[src/rtl/fpe_pkg.sv]
package fpe_pkg;
  typedef enum logic [2:0] {
    ST_HWPROT  = 3'd0,
    ST_READ    = 3'd1,
    ST_PROG    = 3'd2,
    ST_ERASE   = 3'd3,
    ST_ERRPROT = 3'd4,
    ST_ERRSTBY = 3'd5,
    ST_SWSTBY  = 3'd6
  } fpe_state_e;

  typedef struct packed {
    logic rd_en;
    logic pe_en;
    logic err_flag;
    logic iface_clr;
  } fpe_perm_t;

  localparam fpe_perm_t PERM_HWPROT = '{rd_en: 1'b0, pe_en: 1'b0, err_flag: 1'b0, iface_clr: 1'b1};
endpackage

[src/rtl/fpe_next.sv]
module fpe_next
  import fpe_pkg::*;
#(
  parameter bit PROG_FIRST = 1'b1
) (
  input  fpe_state_e cur,
  input  logic       hw_standby,
  input  logic       sw_standby,
  input  logic       prog_req,
  input  logic       erase_req,
  input  logic       err_pulse,
  output fpe_state_e nxt
);
  fpe_state_e mode_pick;

  generate
    if (PROG_FIRST) begin : g_prog_first
      always_comb mode_pick = prog_req ? ST_PROG : ST_ERASE;
    end else begin : g_erase_first
      always_comb mode_pick = erase_req ? ST_ERASE : ST_PROG;
    end
  endgenerate

  always_comb begin
    nxt = cur;
    if (hw_standby) begin
      nxt = ST_HWPROT;                       // overrides everything
    end else begin
      unique case (cur)
        ST_HWPROT:  nxt = ST_READ;
        ST_READ: begin
          if (sw_standby)                 nxt = ST_SWSTBY;
          else if (prog_req || erase_req) nxt = mode_pick;
          else                            nxt = ST_READ;
        end
        ST_PROG, ST_ERASE: begin
          if (err_pulse)                  nxt = ST_ERRPROT;  // before standby
          else if (sw_standby)            nxt = ST_SWSTBY;
          else if (prog_req || erase_req) nxt = mode_pick;
          else                            nxt = ST_READ;
        end
        ST_ERRPROT: nxt = sw_standby ? ST_ERRSTBY : ST_ERRPROT;
        ST_ERRSTBY: nxt = sw_standby ? ST_ERRSTBY : ST_ERRPROT;
        ST_SWSTBY:  nxt = sw_standby ? ST_SWSTBY  : ST_READ;
        default:    nxt = ST_HWPROT;
      endcase
    end
  end
endmodule

[src/rtl/fpe_decode.sv]
module fpe_decode
  import fpe_pkg::*;
(
  input  fpe_state_e st,
  output fpe_perm_t  perm
);
  always_comb begin
    perm = PERM_HWPROT;
    unique case (st)
      ST_READ:           perm = '{rd_en: 1'b1, pe_en: 1'b0, err_flag: 1'b0, iface_clr: 1'b0};
      ST_PROG, ST_ERASE: perm = '{rd_en: 1'b0, pe_en: 1'b1, err_flag: 1'b0, iface_clr: 1'b0};
      ST_ERRPROT:        perm = '{rd_en: 1'b1, pe_en: 1'b0, err_flag: 1'b1, iface_clr: 1'b0};
      ST_ERRSTBY:        perm = '{rd_en: 1'b0, pe_en: 1'b0, err_flag: 1'b1, iface_clr: 1'b0};
      ST_SWSTBY:         perm = '{rd_en: 1'b0, pe_en: 1'b0, err_flag: 1'b0, iface_clr: 1'b1};
      default:           perm = PERM_HWPROT;
    endcase
  end
endmodule

[src/rtl/fpe_guard.sv]
module fpe_guard
  import fpe_pkg::*;
#(
  parameter bit PROG_FIRST = 1'b1
) (
  input  logic clk,
  input  logic rst_n,
  input  logic hw_standby,
  input  logic sw_standby,
  input  logic prog_req,
  input  logic erase_req,
  input  logic err_pulse,
  output logic rd_en,
  output logic pe_en,
  output logic err_flag,
  output logic iface_clr
);
  fpe_state_e state_q, state_d;
  fpe_perm_t  perm_q, perm_d;

  fpe_next #(.PROG_FIRST(PROG_FIRST)) u_next (
    .cur        (state_q),
    .hw_standby (hw_standby),
    .sw_standby (sw_standby),
    .prog_req   (prog_req),
    .erase_req  (erase_req),
    .err_pulse  (err_pulse),
    .nxt        (state_d)
  );

  // Decode the next state so the permissions move on the same edge as the state.
  fpe_decode u_decode (
    .st   (state_d),
    .perm (perm_d)
  );

  always_ff @(posedge clk or negedge rst_n) begin
    if (!rst_n) begin
      state_q <= ST_HWPROT;
      perm_q  <= PERM_HWPROT;
    end else begin
      state_q <= state_d;
      perm_q  <= perm_d;
    end
  end

  assign rd_en     = perm_q.rd_en;
  assign pe_en     = perm_q.pe_en;
  assign err_flag  = perm_q.err_flag;
  assign iface_clr = perm_q.iface_clr;
endmodule

[config.mk]
export PLATFORM = sky130hd
export DESIGN_NAME = fpe_guard
export DESIGN_NICKNAME = d
export VERILOG_FILES = /design/src/rtl/fpe_pkg.sv /design/src/rtl/fpe_next.sv /design/src/rtl/fpe_decode.sv /design/src/rtl/fpe_guard.sv
export SDC_FILE = /design/constraint.sdc
export NUM_CORES = 1
export LEC_CHECK = 0
export ABC_AREA = 1
export BUFFER_PORTS_ARGS = -buffer_cell sky130_fd_sc_hd__buf_2
export CORE_AREA = 5 5 42 44
export CTS_BUF_LIST = sky130_fd_sc_hd__clkbuf_8
export CTS_CLUSTER_SIZE = 12
export DETAILED_ROUTE_END_ITERATION = 8
export DIE_AREA = 0 0 47 49
export GPL_ROUTABILITY_DRIVEN = 1
export MAX_ROUTING_LAYER = met4
export PLACE_DENSITY_LB_ADDON = 0.08
export SLEW_MARGIN = 10
export SYNTH_ARGS = -nofsm -noshare
export SYNTH_HDL_FRONTEND = slang
export SYNTH_HIERARCHICAL = 1
export SYNTH_SLANG_ARGS = --single-unit
[constraint.sdc]
create_clock -name clk -period 1.6 [get_ports clk]
set_input_delay 0.4 -clock clk [delete_from_list [all_inputs] [get_ports clk]]
set_output_delay 0.4 -clock clk [all_outputs]
set_load 0.01 [all_outputs]
### Word-level counts from Yosys, hierarchy flattened

Index checks and enable logic that the tools add are counted.

* register bits after elaboration: 7
* output and inout port bits: 4
* word-level logic and storage cells: 30
* input bits: 7

* equal/unequal tests: 11
* reduce and logical (&&, ||, !) cells: 5
* multiplexer cells: 9

Operators by type and width (number)
* 4-bit case mux with 4 select lines: 1
* 3-bit == test (second input constant): 5
* 3-bit two-way mux: 5
* 3-bit case mux with 5 select lines: 1
* 3-bit by 2-bit == test with 1-bit output (second input constant): 4
* 3-bit by 1-bit == test with 1-bit output (second input constant): 2
* 2-bit OR reduction: 3
* 3-bit logical NOT: 1
* 1-bit two-way mux: 2
* 1-bit logical OR: 1

### Logic depth before layout (Yosys ltp)

Gate-level depths: netlist of the first run.

* depth after elaboration: 9
* depth in mapped cells: 10

### By module

Netlist of the first run, hierarchy kept.

By module, submodules not included
* fpe_guard: sequential area each 176.4 um2, times used 1, area each 176.4 um2, cells each 7
* fpe_next: sequential area each 0.0 um2, times used 1, area each 135.1 um2, cells each 32
* fpe_decode: sequential area each 0.0 um2, times used 1, area each 53.8 um2, cells each 11

### Worst setup path after synthesis of the first run

OpenSTA, ideal clock, no wires.

* path type: register to register
* start point: register state_q[2]
* end point: register perm_q, in the netlist iface_clr
* setup time: 0.064 ns
* path slack: 0.336 ns
* cell stages (with the launch flop): 10
* data arrival time: 1.200 ns
* clock period less this slack: 1.264 ns
* buffers on the path: 0
* data required time: 1.536 ns
* cell sequence: dfrtp_1 -> inv_2 -> nand2_1 -> o21ai_1 -> nand2_1 -> a21oi_1 -> inv_1 -> nand3_1 -> nand2_2 -> nor2_2

RTL lines
* from (decl): RTL line fpe_guard.sv:18 `fpe_state_e state_q, state_d;`
* from (signal assigned): RTL line fpe_guard.sv:42 `state_q <= state_d;`
* to (signal assigned): RTL line fpe_guard.sv:43 `perm_q <= perm_d;`
* to (decl): RTL line fpe_guard.sv:19 `fpe_perm_t perm_q, perm_d;`

==> impl.org, run 1 <==
** Setup path
- Data on the critical path arrives at its endpoint at 1.54 ns.
- The signal on the critical path passes through inv_2 > nand2_1 > o21ai_1 > nand2_1 > a21oi_2 > inv_1 > nand3_1 > nand2_2 > nor2_2.
- Along the worst path, the maximum fanout reaches 5.
- STA classifies the critical path startpoint as a register.
- The critical path is of the reg -> reg type.
- In this design, the stage delay of the slowest critical-path cell is 0.42 ns.
- CP Capture Type :: register
- Most frequent cell on the critical path :: nand2_1
- CP max-delay cell :: dfrtp_1
- STA puts the critical path data required time at 1.76 ns.

** Clock tree
- Worst skew pair latency :: 0.23 ns
- Clock buffer count from CTS :: 3
- No sink is reached through more buffers than the 2 on the longest clock path.
- The cell sitting at the root of the clock tree is a clkbuf_8.
- Number of clock sinks :: 7
- TritonCTS built the clock tree.
- Clock transition at the registers of the reported paths :: 0.04 ns
- Post-CTS timing repair inserted 0 buffers for setup.
- In this run the number of H-tree levels came out at 1.

** Logic synthesis
- Number of nets produced by synthesis :: 57
- In this run the cell area of the synthesized design comes to 365 µm².
- After synthesis, the mean cell area works out to 7.31 µm².
- The share of the Yosys chip area taken by registers is 48.3%.
- Yosys mapped the design onto 14 distinct sky130hd cell types.
- Yosys warning total :: 6
- Register bit count reported by yosys :: 7
- After technology mapping, the gate count stands at 50.

** Timing
- Clock period minus final worst setup slack :: 1.37 ns
- Highest clock rate :: 729 MHz
- The hold violation total from the final report came to 0.
- For the pin with the worst max-slew slack, the measured transition is 0.201 ns.
- Post-route fraction of the period consumed by the critical path :: 85.7%
- Setup repair after global routing missed its margin :: false
- On the final layout, the worst clock skew is 0.00134 ns.
- Setup violations remaining at the end of the flow were counted as 0.
- The final-report max-slew violation count came to 0.
- Slew HR :: 86.6%
- Total Negative Setup Slacks :: 0 ns

** Drt
- In the routed design, unresolved DRC markers number 0.
- After detailed routing, the average wire length per cell comes to 9.70 µm.
- Detailed-route via count :: 367
- Total length of routed wires :: 795 µm
- Dividing the detail-routed via count by the number of cells gives 4.48.
- The detail route stage leaves a number of antenna-violating nets equal to 0.
- Iteration-0 DRC count of the detailed router :: 2
- Length of the first detailed-routing pass in iterations :: 4

** Final layout
- Antenna diode instance count :: 0
- Leaving out fill and tap cells, the most frequent cell in the layout is nand2_1.
- In the layout the commonest cells are nand2_1, buf_2, nor2_1.
- With fillers left out, the area of the finished cells amounts to 504 µm².
- Total Nets Final :: 74
- Area Growth Syn to Fin :: 38.0%
- The post-route netlist has 33.3% of its cells at a drive strength greater than 1.
- Finished Layout Cells :: 82

** Die
- In this run the vertical extent of the chip is 49 µm.
- For this configuration, the core starts out at a cell density of 26.1%.
- Boundary pin count :: 11
- The total area inside the core boundary comes to 1400 µm².
- The die covers 2300 µm².
- The floorplan has 14 rows.
- The floorplan step set the die width to 47 µm.

** Placement
- Buffers placed on the I/O ports in this run total 10.
- The wire-length estimate of the detail-placed layout is 636 µm.
- The placed instances occupy a cell area of 443 µm².
- Counting tap cells, the placed design contains a total of 77 instances.
- GPL Wtd Cong :: 0.862

** Global route
- First-pass GRT wire length :: 1460 µm
- Vias in the first global route :: 361
- Entering global routing, the biggest net connects 8 pins.
- For this run, the total global-route usage over all layers was measured as 9.24%.
- The initial antenna violation count was 0.
- The total overflow left after global routing is 0.

** Pwr
- For this design the static power due to leakage is 0.281 nW.
- P per Cell Area :: 1880 nW/µm²
- Total power for the finished layout comes to 0.949 mW.
- Across the VDD grid, the largest voltage drop is 0.000713 V.

** Job
- MaxCap Viol Count :: 0

** Hold path
- The worst hold path belongs to the class in -> reg.

** Run status
- The flow ran to the end, and the final reports show no timing, DRC or antenna violations.
## synth_stat cells, drive strengths merged
library cell  instances  area, µm²
a21oi                 1       5.00
dfrtp                 6        150
dfstp                 1       26.3
inv                   7       26.3
nand2                13       51.3
nand3                 6       30.0
nand4                 1       6.26
nor2                 11       43.8
o21a                  1       8.76
o21ai                 2       10.0
o21bai                1       7.51
## critical path, delay by kind of cell (launching register included)
kind	cells	cell delay, ns
simple gates	5	0.38
flops	1	0.42
buf+inv	2	0.20
compound gates	2	0.32
## area by class of cell
cell class,count,area (µm²)
Clock inverter,1,3.75
Tap cell,16,20.0
Sequential cell,7,176
Multi-Input combinational cell,36,169
Fill cell,157,897
Clock buffer,3,41.3
Timing Repair Buffer,12,67.6
Inverter,7,26.3
## registers in the layout (all words and copies together), names as in the netlist
register	flops
rd_en	1
err_flag	1
state_q	3
iface_clr	1
pe_en	1
## through the flow
| step | utilization (%) | setup WS, ns | hold WS, ns |
|---|---|---|---|
| after floorplan | - | 0.336 | 0.104 |
| after global placement | 31.6 | 0.0769 | 0.239 |
| after detailed placement | 31.6 | 0.0890 | 0.240 |
| after CTS | 35.5 | 0.111 | 0.415 |
| after global routing | 36.0 | 0.0232 | 0.420 |
| final | 36.0 | 0.228 | 0.404 |
## logic make-up after synthesis
kind of cell    count (synthesis)  synth area share, %
compound gates                  5                 8.56
simple gates                   31                 36.0
buf+inv                         7                 7.19
flops                           7                 48.3
## worst paths after layout
path                                 startpoint                   end  slack, ns  cells after the start
hold / removal                       hw_standby  state_q[1]$_DFF_PN0_       0.40                      2
max in group asynchronous                 rst_n   iface_clr$_DFF_PN1_       0.83                      2
hold reg to reg            state_q[0]$_DFF_PN0_  state_q[1]$_DFF_PN0_       0.66                      3
setup / recovery           state_q[2]$_DFF_PN0_   iface_clr$_DFF_PN1_       0.23                      9
setup reg to reg           state_q[2]$_DFF_PN0_   iface_clr$_DFF_PN1_       0.23                      9
min in group asynchronous                 rst_n  state_q[0]$_DFF_PN0_       0.54                      2
## routing by layer
layer	up-vias	wire, µm	GRT usage [%]
li1	187	-	-
met1	170	324	9.44
met2	7	399	13.6
met3	3	42	2.58
met4	0	29	8.29
met5	-	0	-
## power by group
group          switching, mW  internal, mW
logic                  0.238         0.169
registers             0.0392         0.261
clock network         0.0759         0.166
total                  0.353         0.596
## timing repair
| item | 4_1_cts | 5_1_grt |
|---|---|---|
| setup endpoints to repair | 0 | 3 |
| hold buffers | 1 | 0 |
| endpoints found under the hold margin | 6 | 0 |
| gates resized for setup | 0 | 2 |
Note: power is estimated with default switching activity, not from simulation.
==> run 2: changes to the inputs <==
CORE_AREA = 4 4 41 43   (was 5 5 42 44)
DIE_AREA = 0 0 45 47   (was 0 0 47 49)
==> run 2 against run 1 <==
  * Power shrank 1.4%
  * Sequential share of layout area up 1.2 points
  * Final cell count fell by 3.7%
  * Largest power group unchanged
  * Setup slack lost 0.052 ns
  * Sequential power about the same
  * Critical path type unchanged
==> impl.org, run 2 (synthesized netlist as in run 1, its figures left out) <==
** Die
- Core area :: 1300 µm² (-7.1%)
- Boundary pin count :: 11 (unchanged)
- The horizontal die dimension came to 45 µm (-4.3%).
- The die extent in y is 47 µm (-4.1%).
- The site row count came to 13 (-1).
- Die area :: 2120 µm² (-8.2%)
- Initial Utilization :: 28.1% (+2.0 points)

** Clock tree
- TritonCTS built the clock tree.
- H-Tree Depth :: 1 (unchanged)
- Buffers from clock root to sink, at most :: 2 (unchanged)
- The later-pin clock latency in the skew report came to 0.22 ns (about the same).
- The number of hold buffers added after CTS came to 0 (-1).
- Clock transition at the registers of the reported paths :: 0.04 ns (about the same)
- Number of clock sinks :: 7 (unchanged)
- The root buffer cell chosen for the clock tree is clkbuf_8.
- The quantity of gates resized following cts came to 0 (unchanged).
- The post-CTS setup repair buffer count was 0 (unchanged).
- Clock buffer count from CTS :: 3 (unchanged)

** Run status
- The flow ran to the end, and the final reports show no timing, DRC or antenna violations.

** Setup path
- Most frequent cell on the critical path :: nand2_1
- Worst-path maximum fanout :: 5 (unchanged)
- Cell Chain, Critical Path :: inv_2 > nand2_1 > o21ai_1 > nand2_1 > a21oi_2 > inv_1 > nand3_1 > nand2_2 > nor2_2
- Largest stage delay, worst path :: 0.41 ns (about the same)
- R2r worst-path depth :: 9 (unchanged)
- The data arrival time of the worst path came to 1.58 ns (+0.04 ns).
- Among all stages on the critical path, the largest delay is contributed by dfrtp_1.
- CP Capture Type :: register
- Critical Path Source Type :: register
- Required time at the worst-slack endpoint :: 1.76 ns (about the same)
- Critical path start-end classification :: reg -> reg

** Global route
- First-pass GRT wire length :: 1260 µm (-14%)
- The total global routing overflow was 0 (unchanged).
- Vias in the first global route :: 317 (-12%)
- The initial antenna violation count came to 0 (unchanged).
- The largest net degree at the start of global routing was 8 (unchanged).
- GRT Overall Usage :: 8.94% (-0.29 points)

** Placement
- HPWL after DPL :: 654 µm (+2.9%)
- The number of I/O port buffers is 10 (unchanged).
- Area of placed instances :: 434 µm² (-2.0%)
- The routability congestion estimate came to 0.776 (-9.9%).

** Final layout
- Compared with the post-synthesis result, the final layout area differs by 33.6%.
- Count of filler cells inserted in the layout :: 150 (-4.5%)
- Final standard cell utilization of the core :: 37.5% (+1.5 points)
- Flip-flop count of the largest register after layout :: 3 (unchanged)
- Leaving out fill and tap cells, the most frequent cells in the layout are nand2_1, buf_2, nor2_1.
- Post-Layout Inst Area :: 488 µm² (-3.2%)
- The count of inserted antenna diode cells came to 0 (unchanged).
- Fraction of layout instances using a drive strength above 1 :: 34.4% (+1.0 points)
- The final-stage net count is 72 (-2.7%).
- Register with the most flip-flops :: state_q
- Most common cell after layout, fill and taps aside :: nand2_1

** Drt
- Total length of routed wires :: 800 µm (+0.63%)
- The number of remaining DRC errors is 0 (unchanged).
- Iteration-0 DRC count of the detailed router :: 6 (+4)
- The length of the first detailed-routing pass in iterations is 2 (-2).
- Count of antenna-violating nets left after detailed routing :: 0 (unchanged)
- The routed length per placed instance was 10.1 µm (+4.5%).
- Detailed-route via count :: 361 (-1.6%)
- The post-detailed-route via-to-cell ratio is 4.57 (+2.1%).

** Timing
- The fmax was 702 MHz (-3.7%).
- The tightest slew margin relative to the limit came to 85.2% (-1.3 points).
- Total Negative Setup Slacks :: 0 ns (unchanged)
- Hold Violations, Final :: 0 (unchanged)
- Post-route fraction of the period consumed by the critical path :: 89.0% (+3.3 points)
- The transition at the pin with the smallest max-transition slack was 0.221 ns (+0.0200 ns).
- Number of slew-limit violations in the final report :: 0 (unchanged)
- Setup repair after global routing missed its margin :: false
- Final hold slack :: 0.00112 ns (-0.403 ns)
- Worst Clk Skew :: 0.00157 ns (+0.000226 ns)
- The total of endpoints with negative setup slack in the final report was 0 (unchanged).
- The shortest period the worst path allows was 1.42 ns (+0.0523 ns).

** Pwr
- The largest voltage drop on the vdd net is 0.000694 V (-2.7%).
- The total power draw was 0.935 mW (-1.4%).
- The static leakage is 0.271 nW (-3.3%).
- The total power divided by cell area was 1920 nW/µm² (+1.9%).

** Hold path
- Path class of the lowest-slack min-delay path :: in -> async

** Job
- The count of maximum capacitance violations came to 0 (unchanged).
[run 2: cell types whose count changed in the layout (fill, tap and decap cells not counted)]
cell,previous run,this run
nor2_2,2,3
nor2_1,9,8
dlygate4sd3_1,1,0
buf_4,1,0
[run 2: worst max-delay path: cells and delay by family (launching register included)]
family	cells	cell delay, ns
AO/OA/AOI/OAI	2	0.34
buffers and inverters	2	0.21
flip-flops	1	0.41
AND/OR/NAND/NOR	5	0.39
[run 2: layout make-up]
type / count / area, µm² / share of cell area [%]
inverter: 7 / 26.3 / 5.38
timing repair buffer: 10 / 50.0 / 10.3
clock inverter: 1 / 3.75 / 0.769
multi-input combinational: 36 / 171 / 35.1
sequential: 7 / 176 / 36.2
clock buffer: 3 / 41.3 / 8.46
tap: 15 / 18.8 / 3.85
[run 2: report_power, final]
part | switching (mW) | leakage (nW) | internal, mW
Sequential | 0.0398 | 0.0898 | 0.261
Clock | 0.0698 | 0.0269 | 0.165
Combinational | 0.245 | 0.155 | 0.154
Total | 0.355 | 0.271 | 0.581
[run 2: final timing paths]
kind,start,slack (ns),endpoint
worst max-delay path,state_q[2]$_DFF_PN0_,0.18,iface_clr$_DFF_PN1_
worst min-delay path,rst_n,0.001,rd_en$_DFF_PN0_
worst max register to register,state_q[2]$_DFF_PN0_,0.18,iface_clr$_DFF_PN1_
worst min register to register,state_q[0]$_DFF_PN0_,0.67,state_q[1]$_DFF_PN0_
max in group asynchronous,rst_n,1.37,iface_clr$_DFF_PN1_
min in group clk,hw_standby,0.42,state_q[1]$_DFF_PN0_
[run 2: through the flow]
stage / setup slack, ns / instances
after global routing: 0.0428 / 79
after floorplan: 0.336 / 50
final: 0.176 / 79
after detailed placement: 0.0581 / 75
after CTS: 0.0684 / 79
after global placement: 0.0576 / 75
[run 2: per-layer routing]
metal  track usage [%]  share of wire [%]
met5                 -                  0
met4              7.02               0.75
met3              2.68                7.6
met2              13.8                 50
met1              9.47                 41
